## src/rtl/stkpush_pkg.sv

```systemverilog
// Shared constants and types for the stack push sequencer.
// Assumes the fixed 32-bit instruction layout described in the brief.
package stkpush_pkg;
    localparam int LIST_W  = 12;
    localparam int REG_AW  = 5;
    localparam int FRAME_W = 5;
    localparam int IDX_W   = $clog2(LIST_W);

    typedef enum logic [1:0] {ST_IDLE, ST_PUSH, ST_ALLOC, ST_EPLD} seq_state_e;
    typedef enum logic [1:0] {EP_FROM_SP, EP_SEXT16, EP_HIGH16, EP_IMM32} ep_src_e;

    typedef struct packed {
        logic               valid;
        logic               ep_form;
        ep_src_e            ep_src;
        logic [FRAME_W-1:0] frame;
        logic [LIST_W-1:0]  mask;
    } frame_cmd_t;

    // Default mask-bit to register map: bit k selects register 20+k.
    function automatic logic [LIST_W*REG_AW-1:0] default_reg_map();
        logic [LIST_W*REG_AW-1:0] m;
        for (int k = 0; k < LIST_W; k++) m[k*REG_AW +: REG_AW] = REG_AW'(20 + k);
        return m;
    endfunction
endpackage

```

## src/rtl/stkpush_decode.sv

```systemverilog
// Field extraction and legality check for the frame-setup instruction.
// Purely combinational; assumes the first halfword sits in insn[31:16].
module stkpush_decode
    import stkpush_pkg::*;
(
    input  logic [31:0] insn,
    output frame_cmd_t  cmd
);
    // Decode the opcode, form selector and the list/frame fields.
    always_comb begin
        cmd.ep_form = (insn[2:0] == 3'b011);
        cmd.valid   = (insn[31:22] == 10'b0000011110) &&
                      ((insn[4:0] == 5'b00001) || cmd.ep_form);
        cmd.ep_src  = ep_src_e'(insn[4:3]);
        cmd.frame   = insn[21:17];
        cmd.mask    = {insn[15:5], insn[16]};
    end
endmodule

```

## src/rtl/stkpush_pick.sv

```systemverilog
// Picks the highest set bit of a vector. any is low when the vector is zero.
// Assumes W >= 2.
module stkpush_pick #(
    parameter int W   = 12,
    localparam int IW = $clog2(W)
) (
    input  logic [W-1:0]  bits,
    output logic          any,
    output logic [IW-1:0] idx
);
    // Scan upward so the highest set bit wins.
    always_comb begin
        any = 1'b0;
        idx = '0;
        for (int i = 0; i < W; i++) begin
            if (bits[i]) begin
                any = 1'b1;
                idx = IW'(i);
            end
        end
    end
endmodule

```

## src/rtl/stkpush_epsel.sv

```systemverilog
// Element pointer source selector. Assumes DATA_W >= 32.
module stkpush_epsel
    import stkpush_pkg::*;
#(
    parameter int DATA_W = 32
) (
    input  ep_src_e           src,
    input  logic [DATA_W-1:0] sp_val,
    input  logic [DATA_W-1:0] imm,
    output logic [DATA_W-1:0] ep
);
    // Form the element pointer value from the chosen source.
    always_comb begin
        unique case (src)
            EP_FROM_SP: ep = sp_val;
            EP_SEXT16:  ep = {{(DATA_W-16){imm[15]}}, imm[15:0]};
            EP_HIGH16:  ep = DATA_W'({imm[15:0], 16'h0000});
            default:    ep = imm;
        endcase
    end
endmodule

```

## src/rtl/stkpush_seq.sv

```systemverilog
// Frame-setup sequencer. It pushes the registers selected by the mask,
// allocates the frame and, in the extended form, loads the element pointer.
// Assumes a combinational register read and a memory that takes a write in
// any cycle where mem_wr and mem_ready are both high.
module stkpush_seq
    import stkpush_pkg::*;
#(
    parameter int DATA_W = 32,
    parameter logic [LIST_W*REG_AW-1:0] REG_MAP = default_reg_map()
) (
    input  logic              clk,
    input  logic              rst_n,
    input  logic              start,
    input  logic [31:0]       insn,
    input  logic [DATA_W-1:0] ext_imm,
    input  logic [DATA_W-1:0] sp_in,
    output logic              busy,
    output logic [REG_AW-1:0] rf_raddr,
    input  logic [DATA_W-1:0] rf_rdata,
    output logic              mem_wr,
    output logic [DATA_W-1:0] mem_addr,
    output logic [DATA_W-1:0] mem_wdata,
    input  logic              mem_ready,
    output logic              sp_we,
    output logic [DATA_W-1:0] sp_wdata,
    output logic              ep_we,
    output logic [DATA_W-1:0] ep_wdata,
    output logic              done
);
    localparam logic [DATA_W-1:0] WORD_BYTES = DATA_W'(4);

    seq_state_e         state_q;
    logic [LIST_W-1:0]  mask_q, mask_rest;
    logic [FRAME_W-1:0] frame_q;
    logic               ep_form_q;
    ep_src_e            ep_src_q;
    logic [DATA_W-1:0]  imm_q, sp_q;
    logic [DATA_W-1:0]  push_addr, alloc_sp;
    frame_cmd_t         cmd;
    logic               pick_any;
    logic [IDX_W-1:0]   pick_idx;

    stkpush_decode u_dec (.insn(insn), .cmd(cmd));

    stkpush_pick #(.W(LIST_W)) u_pick (.bits(mask_q), .any(pick_any), .idx(pick_idx));

    stkpush_epsel #(.DATA_W(DATA_W)) u_ep (
        .src(ep_src_q), .sp_val(sp_q), .imm(imm_q), .ep(ep_wdata)
    );

    // Next stack addresses for a push and for the frame allocation.
    always_comb begin
        push_addr = sp_q - WORD_BYTES;
        alloc_sp  = sp_q - {{(DATA_W-FRAME_W){1'b0}}, frame_q};
    end

    // Mask with the bit being pushed now removed.
    always_comb begin
        mask_rest           = mask_q;
        mask_rest[pick_idx] = 1'b0;
    end

    // Drive the outputs from the current state.
    always_comb begin
        busy      = (state_q != ST_IDLE);
        rf_raddr  = REG_MAP[pick_idx*REG_AW +: REG_AW];
        mem_wr    = (state_q == ST_PUSH) && pick_any;
        mem_addr  = push_addr;
        mem_wdata = rf_rdata;
        sp_we     = (mem_wr && mem_ready) || (state_q == ST_ALLOC);
        sp_wdata  = (state_q == ST_ALLOC) ? alloc_sp : push_addr;
        ep_we     = (state_q == ST_EPLD);
        done      = (state_q == ST_EPLD) || ((state_q == ST_ALLOC) && !ep_form_q);
    end

    // Sequence control, operand capture and stack pointer tracking.
    always_ff @(posedge clk) begin
        if (!rst_n) begin
            state_q   <= ST_IDLE;
            mask_q    <= '0;
            frame_q   <= '0;
            ep_form_q <= 1'b0;
            ep_src_q  <= EP_FROM_SP;
            imm_q     <= '0;
            sp_q      <= '0;
        end else begin
            unique case (state_q)
                ST_IDLE: begin
                    if (start && cmd.valid) begin
                        mask_q    <= cmd.mask;
                        frame_q   <= cmd.frame;
                        ep_form_q <= cmd.ep_form;
                        ep_src_q  <= cmd.ep_src;
                        imm_q     <= ext_imm;
                        sp_q      <= sp_in;
                        state_q   <= (cmd.mask == '0) ? ST_ALLOC : ST_PUSH;
                    end
                end
                ST_PUSH: begin
                    if (mem_wr && mem_ready) begin
                        mask_q <= mask_rest;
                        sp_q   <= push_addr;
                        if (mask_rest == '0) state_q <= ST_ALLOC;
                    end
                end
                ST_ALLOC: begin
                    sp_q    <= alloc_sp;
                    state_q <= ep_form_q ? ST_EPLD : ST_IDLE;
                end
                default: state_q <= ST_IDLE;
            endcase
        end
    end
endmodule

```

## config.mk

```make
export PLATFORM = sky130hd
export DESIGN_NAME = stkpush_seq
export DESIGN_NICKNAME = d
export VERILOG_FILES = /design/src/rtl/stkpush_pkg.sv /design/src/rtl/stkpush_decode.sv /design/src/rtl/stkpush_pick.sv /design/src/rtl/stkpush_epsel.sv /design/src/rtl/stkpush_seq.sv
export SDC_FILE = /design/constraint.sdc
export NUM_CORES = 1
export LEC_CHECK = 0
export ABC_AREA = 1
export BUFFER_PORTS_ARGS = -buffer_cell sky130_fd_sc_hd__buf_2
export CAP_MARGIN = 30
export CORE_MARGIN = 3
export CORE_UTILIZATION = 50
export DETAILED_ROUTE_END_ITERATION = 10
export PLACE_DENSITY = 0.93
export SETUP_SLACK_MARGIN = 0.15
export SYNTH_ARGS = -nofsm -noshare
export SYNTH_HDL_FRONTEND = slang
export SYNTH_SLANG_ARGS = --single-unit
```

## constraint.sdc

```tcl
create_clock -name clk -period 2.5 [get_ports clk]
set_input_delay 0.25 -clock clk [delete_from_list [all_inputs] [get_ports clk]]
set_output_delay 0.25 -clock clk [all_outputs]
set_load 0.02 [all_outputs]
```

==> results.txt, run 1 <==
DR iter-0 viols - 1112
Crit path kind - reg2out
Depth of the most critical reg-to-reg path - 21
Vias - 8254
Maximum root-to-sink buffer count - 2
Fmax - 349 MHz
Port Buf Inserts - 205
Post-Place Worst Slack - -0.0653 ns
CTS tree - done
Row count - 41
# nets final - 1412
Final Power - 3490 µW
Post-Synth Adder-Cell Area - 0.0291
Vias per cell - 5.72
Sequential Power Share - 0.396
Compound-gate portion of the synthesized area - 0.236
CTS Root Cell - clkbuf_16
CP max-delay cell - fa_2
Final Hold Vio Count - 0
GRT overflow - 0
Vias in the first global route - 7429
# DRC - 0
Ports - 270
Clock Skew - 0.00641 ns
Die Area - 14900 µm²
Initial Util - 0.521
Synth Area in Simple Gates - 0.296
Status - finished with violations
Worst EP required - 2.25 ns
HP Class - in2reg
Clock period minus worst slack - 2.87 ns
Initial antenna violation count - 0
Clock sinks - 86
Max Cap Viol - 0
Register area share after synthesis - 0.256
Hold path cells - 3
Synth Area in XOR/XNOR - 0.0363
Die Width - 122 µm
CP top delay family - buffers and inverters
RePlAce Congestion - 0.990
Failing checks - setup timing
Largest net degree at the start of global routing - 55
RSZ-0062 raised after global routing - yes
CP Launch Type - register
Worst-skew pair later-pin latency - 0.35 ns
Logic pwr share - 0.229
Crit path max fanout - 4
Unique masters post-synth - 45
Cells after DPL - 1400
H-tree Lvls - 3
Critical path depth - 18
PwrDens - 402 nW/µm²
Maximum vdd ir drop - 0.000312 V
First-pass GRT wire length - 37000 µm
Actual transition at the worst max-transition pin - 0.750 ns
Mux cell area share after synthesis - 0
Crit-path cells - inv_2 > ha_4 > inv_4 > fa_2 > nand3_2 > nand3_2 > inv_2 > nor2_2 > inv_2 > nand2_2 > nor2_4 > buf_4 > buf_6 > nand2_2 > a21oi_2 > o21ai_2 > o21ai_1 > buf_4
Area Overhead vs Synth - 29.5%
Share of layout cells above drive strength 1 - 0.347
N_diodes - 0
Setup TNS - -6.60 ns
Avg Synthesized Cell Area - 6.21 µm²
Largest family of logic cells by synthesized area - simple AND/OR/NAND/NOR gates
Sw Share - 0.317
Total track usage - 0.314
WHS - 0.125 ns
Crit-path max cell delay - 0.35 ns
Vert. Die Dim - 122 µm
Rel. slew slack - 0.500
Worst Setup End Kind - output pin
Final wirelength - 25000 µm
Crit path arrival time - 2.62 ns
Reg clk slew, reported paths - 0.06 ns
Ys Warns - 0
Cell mode on critical path - inv_2
Post-synth top area share - 0.256
Hold_buf cts - 0
Synth Cell Area - 6710 µm²
Post-synth net total - 1228
Slew Limit Fails - 0
Yosys reg bits - 86
Core Area - 12900 µm²
Leak Pwr - 0.00411 µW
Final Cycle Share - 1.15
Hpwl dp - 17500 µm
Sw Pwr - 1110 µW
Num CTS Buffers - 9
Yosys top cell by area - dfxtp_1
Wire per inst - 17.3 µm
CP bufs+invs - 7
Final setup vio count - 30
Worst setup margin - -0.368 ns
DRT Pass-1 Iters - 7
Synth top area cells - dfxtp_1 26%, o21ai_0 11%, nand2_1 9.7%, nor2_1 8.4%, a21oi_1 5.8%
Syn Inst Count - 1081
Clk network pwr share - 0.375
Power Internal - 2390 µW
Post-Layout Cell Count - 1442
Post-DRT Antenna Nets - 0
metal layers:
metal	global-route usage	vias up	wire, µm
met1	0.408	3688	9520
li1	-	3854	-
met4	0.129	0	1200
met2	0.513	586	11300
met3	0.0576	126	3030
met5	0	-	0
flip-flops by register name, indices dropped and copies added, names as in the netlist:
register and count:
imm_q 32, sp_q 32, ep_form_q 1, frame_q 5, state_q 2, ep_src_q 2, mask_q 12
final timing paths:
| check | start | endpoint | slack, ns |
|---|---|---|---|
| min reg2reg | imm_q[21]$_SDFFE_PN0P_ | imm_q[21]$_SDFFE_PN0P_ | 0.46 |
| max | sp_q[0]$_SDFFE_PN0P_ | sp_wdata[18] | -0.37 |
| min | ext_imm[8] | imm_q[8]$_SDFFE_PN0P_ | 0.13 |
| max reg2reg | sp_q[0]$_SDFFE_PN0P_ | sp_q[28]$_SDFFE_PN0P_ | -0.18 |
metrics by stage:
stage | util | instance area (µm²)
after CTS | 0.649 | 8360
after floorplan | - | 6720
final | 0.675 | 8690
after global routing | 0.675 | 8690
after detailed placement | 0.600 | 7720
after global placement | 0.600 | 7720
area by class of cell:
cell class	count	area, µm²
inverters	132	500
clock buffers	10	239
multi-input cells	776	4380
well taps	172	215
flip-flops and latches	86	1740
repair buffers	260	1570
clock inverters	6	45.0
fillers	1080	4180
power by group through the flow:
stage	clock [µW]	combinational [µW]	sequential, µW
6_report	1310	800	1380
5_1_grt	1380	854	1380
4_1_cts	1310	732	1380
3_5_place_dp	0	672	1410
3_3_place_gp	0	666	1410
2_1_floorplan	0	488	1410
cells in the final DEF (no fill, tap or decap), types with 3 or more instances in the layout:
master	synthesis	final
clkbuf_16	0	9
xor2_1	25	13
o21ai_0	147	127
a211oi_2	3	3
nand2_4	2	5
a21oi_2	1	9
o21ai_1	22	31
nand2_1	174	161
or2_2	4	4
buf_6	2	14
inv_2	26	34
clkinvlp_4	0	3
nor3_1	3	3
nand2_2	7	17
nor2_4	11	19
dfxtp_2	0	10
o211ai_1	16	16
buf_4	34	56
nand3_1	50	44
ha_4	0	4
inv_1	104	94
dfxtp_1	86	74
nand3_2	1	7
a31oi_1	20	20
nand4_1	14	14
nor2_1	151	139
nor2_2	13	17
nor4_1	3	3
xor2_2	1	13
o21ai_2	0	11
buf_2	11	186
a21oi_1	78	70
ha_1	14	8
cells by family after synthesis:
family | after synthesis
xor+xnor | 27
fa+ha+maj | 15
buf+inv | 219
simple gates | 440
flops | 86
compound gates | 294
synthesized netlist by cell type, drive strengths merged:
| master | count |
|---|---|
| a211oi | 5 |
| a21oi | 79 |
| a31oi | 20 |
| a32oi | 1 |
| and2 | 1 |
| buf | 50 |
| clkbuf | 37 |
| clkinv | 2 |
| dfxtp | 86 |
| fa | 1 |
| ha | 14 |
| inv | 130 |
| nand2 | 183 |
| nand3 | 51 |
| nand3b | 1 |
| nand4 | 14 |
| nor2 | 177 |
| nor3 | 4 |
| nor4 | 4 |
| o211ai | 17 |
| o21ai | 169 |
| o21bai | 1 |
| o221ai | 1 |
| o22ai | 1 |
| or2 | 5 |
| xnor2 | 1 |
| xor2 | 26 |
worst register-to-register path: cells and delay by family (launching register included):
kind | cells | cell delay (ns)
buf+inv | 7 | 0.61
compound gates | 4 | 0.43
fa+ha+maj | 2 | 0.49
flops | 1 | 0.32
simple gates | 8 | 0.74
what timing repair did:
item,CTS,global route
gates resized for setup,80,80
pin swaps,22,25
setup buffers,19,7
endpoints found under the setup margin,49,74
cloned,0,0
Power figures use the tool's default switching activity.
==> inputs of run 2 (changes only) <==
REMOVE_ABC_BUFFERS = 1   (was unset)
==> results.txt, run 2 (synthesis gave the netlist of run 1 again) <==
First-pass GRT wire length - 38600 µm (+4.3%)
Final Power - 3580 µW (+2.5%)
Clock period minus worst slack - 2.92 ns (+0.0518 ns)
Actual transition at the worst max-transition pin - 0.743 ns (-0.00718 ns)
Vias - 8507 (+3.1%)
Most common cell after layout, fill and taps aside - buf_2
Slew Limit Fails - 0 (unchanged)
Hold_buf cts - 0 (unchanged)
Vert. Die Dim - 122 µm (unchanged)
Ports - 270 (unchanged)
Worst setup margin - -0.420 ns (-0.0518 ns)
Row count - 41 (unchanged)
DR iter-0 viols - 1042 (-6.3%)
Leak Pwr - 0.00431 µW (+4.8%)
Fmax - 342 MHz (-1.8%)
PwrDens - 391 nW/µm² (-2.6%)
Die Area - 14900 µm² (unchanged)
Worst Setup End Kind - output pin
Cells after DPL - 1404 (+0.29%)
Core Area - 12900 µm² (unchanged)
Fillers - 1048 (-3.0%)
N_diodes - 0 (unchanged)
Status - finished with violations
Clock Skew - 0.00954 ns (+0.00313 ns)
Reg2reg end - sp_q[28]$_SDFFE_PN0P_
Max Cap Viol - 0 (unchanged)
Internal reg-to-reg setup slack - -0.13 ns (+0.05 ns)
Final setup vio count - 33 (+10%)
Maximum root-to-sink buffer count - 2 (unchanged)
CP Launch Type - register
Largest net degree at the start of global routing - 55 (unchanged)
GRT overflow - 0 (unchanged)
DRT Pass-1 Iters - 7 (unchanged)
Share of layout cells above drive strength 1 - 0.371 (+0.0238)
Num CTS Buffers - 9 (unchanged)
Rel. slew slack - 0.504 (+0.00406)
Port Buf Inserts - 205 (unchanged)
Hold path cells - 3 (unchanged)
Wire per inst - 18.7 µm (+7.5%)
Die Width - 122 µm (unchanged)
Vias per cell - 5.78 (+1.0%)
Reg clk slew, reported paths - 0.07 ns (about the same)
Regs by FF count - imm_q: 32 flops, sp_q: 32 flops, mask_q: 12 flops
CTS Root Cell - clkbuf_16
H-tree Lvls - 3 (unchanged)
Final wirelength - 27400 µm (+9.7%)
Hpwl dp - 18900 µm (+7.8%)
Min-Delay Endpoint - imm_q[17]$_SDFFE_PN0P_
Crit path max fanout - 3 (-1)
Post-Layout Cell Count - 1471 (+2.0%)
# DRC - 0 (unchanged)
Depth of the most critical reg-to-reg path - 20 (-4.8%)
RePlAce Congestion - 0.989 (about the same)
Most frequent cells in the layout - 173 x buf_2, 160 x nand2_1, 129 x nor2_1
HP Class - in2reg
Crit path kind - reg2out
Failing checks - setup timing
Initial Util - 0.521 (unchanged)
Final Cycle Share - 1.17 (+0.0207)
Post-DRT Antenna Nets - 0 (unchanged)
Initial antenna violation count - 0 (unchanged)
Worst hold start - ext_imm[17]
# nets final - 1441 (+2.1%)
CTS tree - done
Reg-to-Reg Start - sp_q[0]$_SDFFE_PN0P_
Clock sinks - 86 (unchanged)
Setup TNS - -7.46 ns (-0.865 ns)
Final Hold Vio Count - 0 (unchanged)
Total track usage - 0.334 (+0.0200)
Maximum vdd ir drop - 0.000426 V (+36%)
Vias in the first global route - 7574 (+2.0%)
Area Overhead vs Synth - 36.2%
Crit path arrival time - 2.67 ns (+0.05 ns)
RSZ-0062 raised after global routing - yes
Worst-skew pair later-pin latency - 0.36 ns (about the same)
Worst EP required - 2.25 ns (about the same)
-- run 2: cell types whose count changed in the layout (fill, tap and decap cells not counted), moves of 4 or more --
| cell | delta |
|---|---|
| buf_4 | +31 |
| buf_6 | +13 |
| o21ai_0 | -4 |
| nor2_1 | -10 |
| o21ai_1 | +7 |
| nand2_2 | -4 |
| nand3_1 | -4 |
| nor2_4 | +7 |
| buf_2 | -13 |
-- run 2: layout make-up --
| cell class | count | area [µm²] | share of cell area |
|---|---|---|---|
| tap | 172 | 215 | 0.0235 |
| multi-input combinational | 776 | 4530 | 0.496 |
| sequential | 86 | 1750 | 0.191 |
| inverter | 132 | 513 | 0.0561 |
| clock buffer | 10 | 229 | 0.0250 |
| timing repair buffer | 289 | 1860 | 0.203 |
| clock inverter | 6 | 46.3 | 0.00506 |
-- run 2: where the power goes --
group	internal [µW]	switching (µW)
clock	681	630
combinational	368	520
sequential	1370	9.09
-- run 2: how the worst max path moves through the flow --
stage / slack (ns) / cells past startpoint / from / endpoint
after floorplan: -1.21 / 11 / state_q[1]$_SDFFE_PN0P_ / sp_q[28]$_SDFFE_PN0P_
after global placement: -0.03 / 17 / sp_q[0]$_SDFFE_PN0P_ / sp_wdata[24]
after detailed placement: -0.11 / 17 / sp_q[0]$_SDFFE_PN0P_ / sp_wdata[24]
after CTS: -0.33 / 17 / sp_q[0]$_SDFFE_PN0P_ / sp_wdata[24]
after global routing: -0.49 / 18 / sp_q[0]$_SDFFE_PN0P_ / sp_wdata[14]
final: -0.42 / 18 / sp_q[0]$_SDFFE_PN0P_ / sp_wdata[22]
-- run 2: through the flow --
step | instance area (µm²) | setup WS, ns | util | hold slack, ns
after global placement | 7730 | -0.0342 | 0.600 | 0.442
after CTS | 8410 | -0.328 | 0.653 | 0.107
after global routing | 9150 | -0.491 | 0.710 | 0.120
after detailed placement | 7730 | -0.107 | 0.600 | 0.452
final | 9150 | -0.420 | 0.710 | 0.105
after floorplan | 6230 | -1.21 | - | 0.373
-- run 2: routing by layer --
layer	up-vias	global-route usage	part of all wire
met5	-	0.0451	0.0028
met4	2	0.121	0.047
met3	130	0.0966	0.11
met2	623	0.537	0.46
met1	3836	0.423	0.38
li1	3916	-	-
-- run 2: critical path: stages (launching register included) --
cell and delay [ns]:
dfxtp_2 0.33, inv_2 0.08, ha_4 0.14, inv_2 0.04
fa_2 0.35, nand3_2 0.09, nand3_2 0.06, inv_2 0.06
nor2_2 0.03, inv_2 0.07, nand2_4 0.06, nor2_4 0.15
buf_4 0.14, buf_6 0.09, buf_4 0.11, a31oi_1 0.08
o21ai_1 0.18, nand2_1 0.11, buf_6 0.15
-- run 2: what timing repair did --
item	in CTS	in global routing
pin swaps	20	37
setup buffers	17	34
setup endpoints to repair	55	73
gates resized for setup	99	130
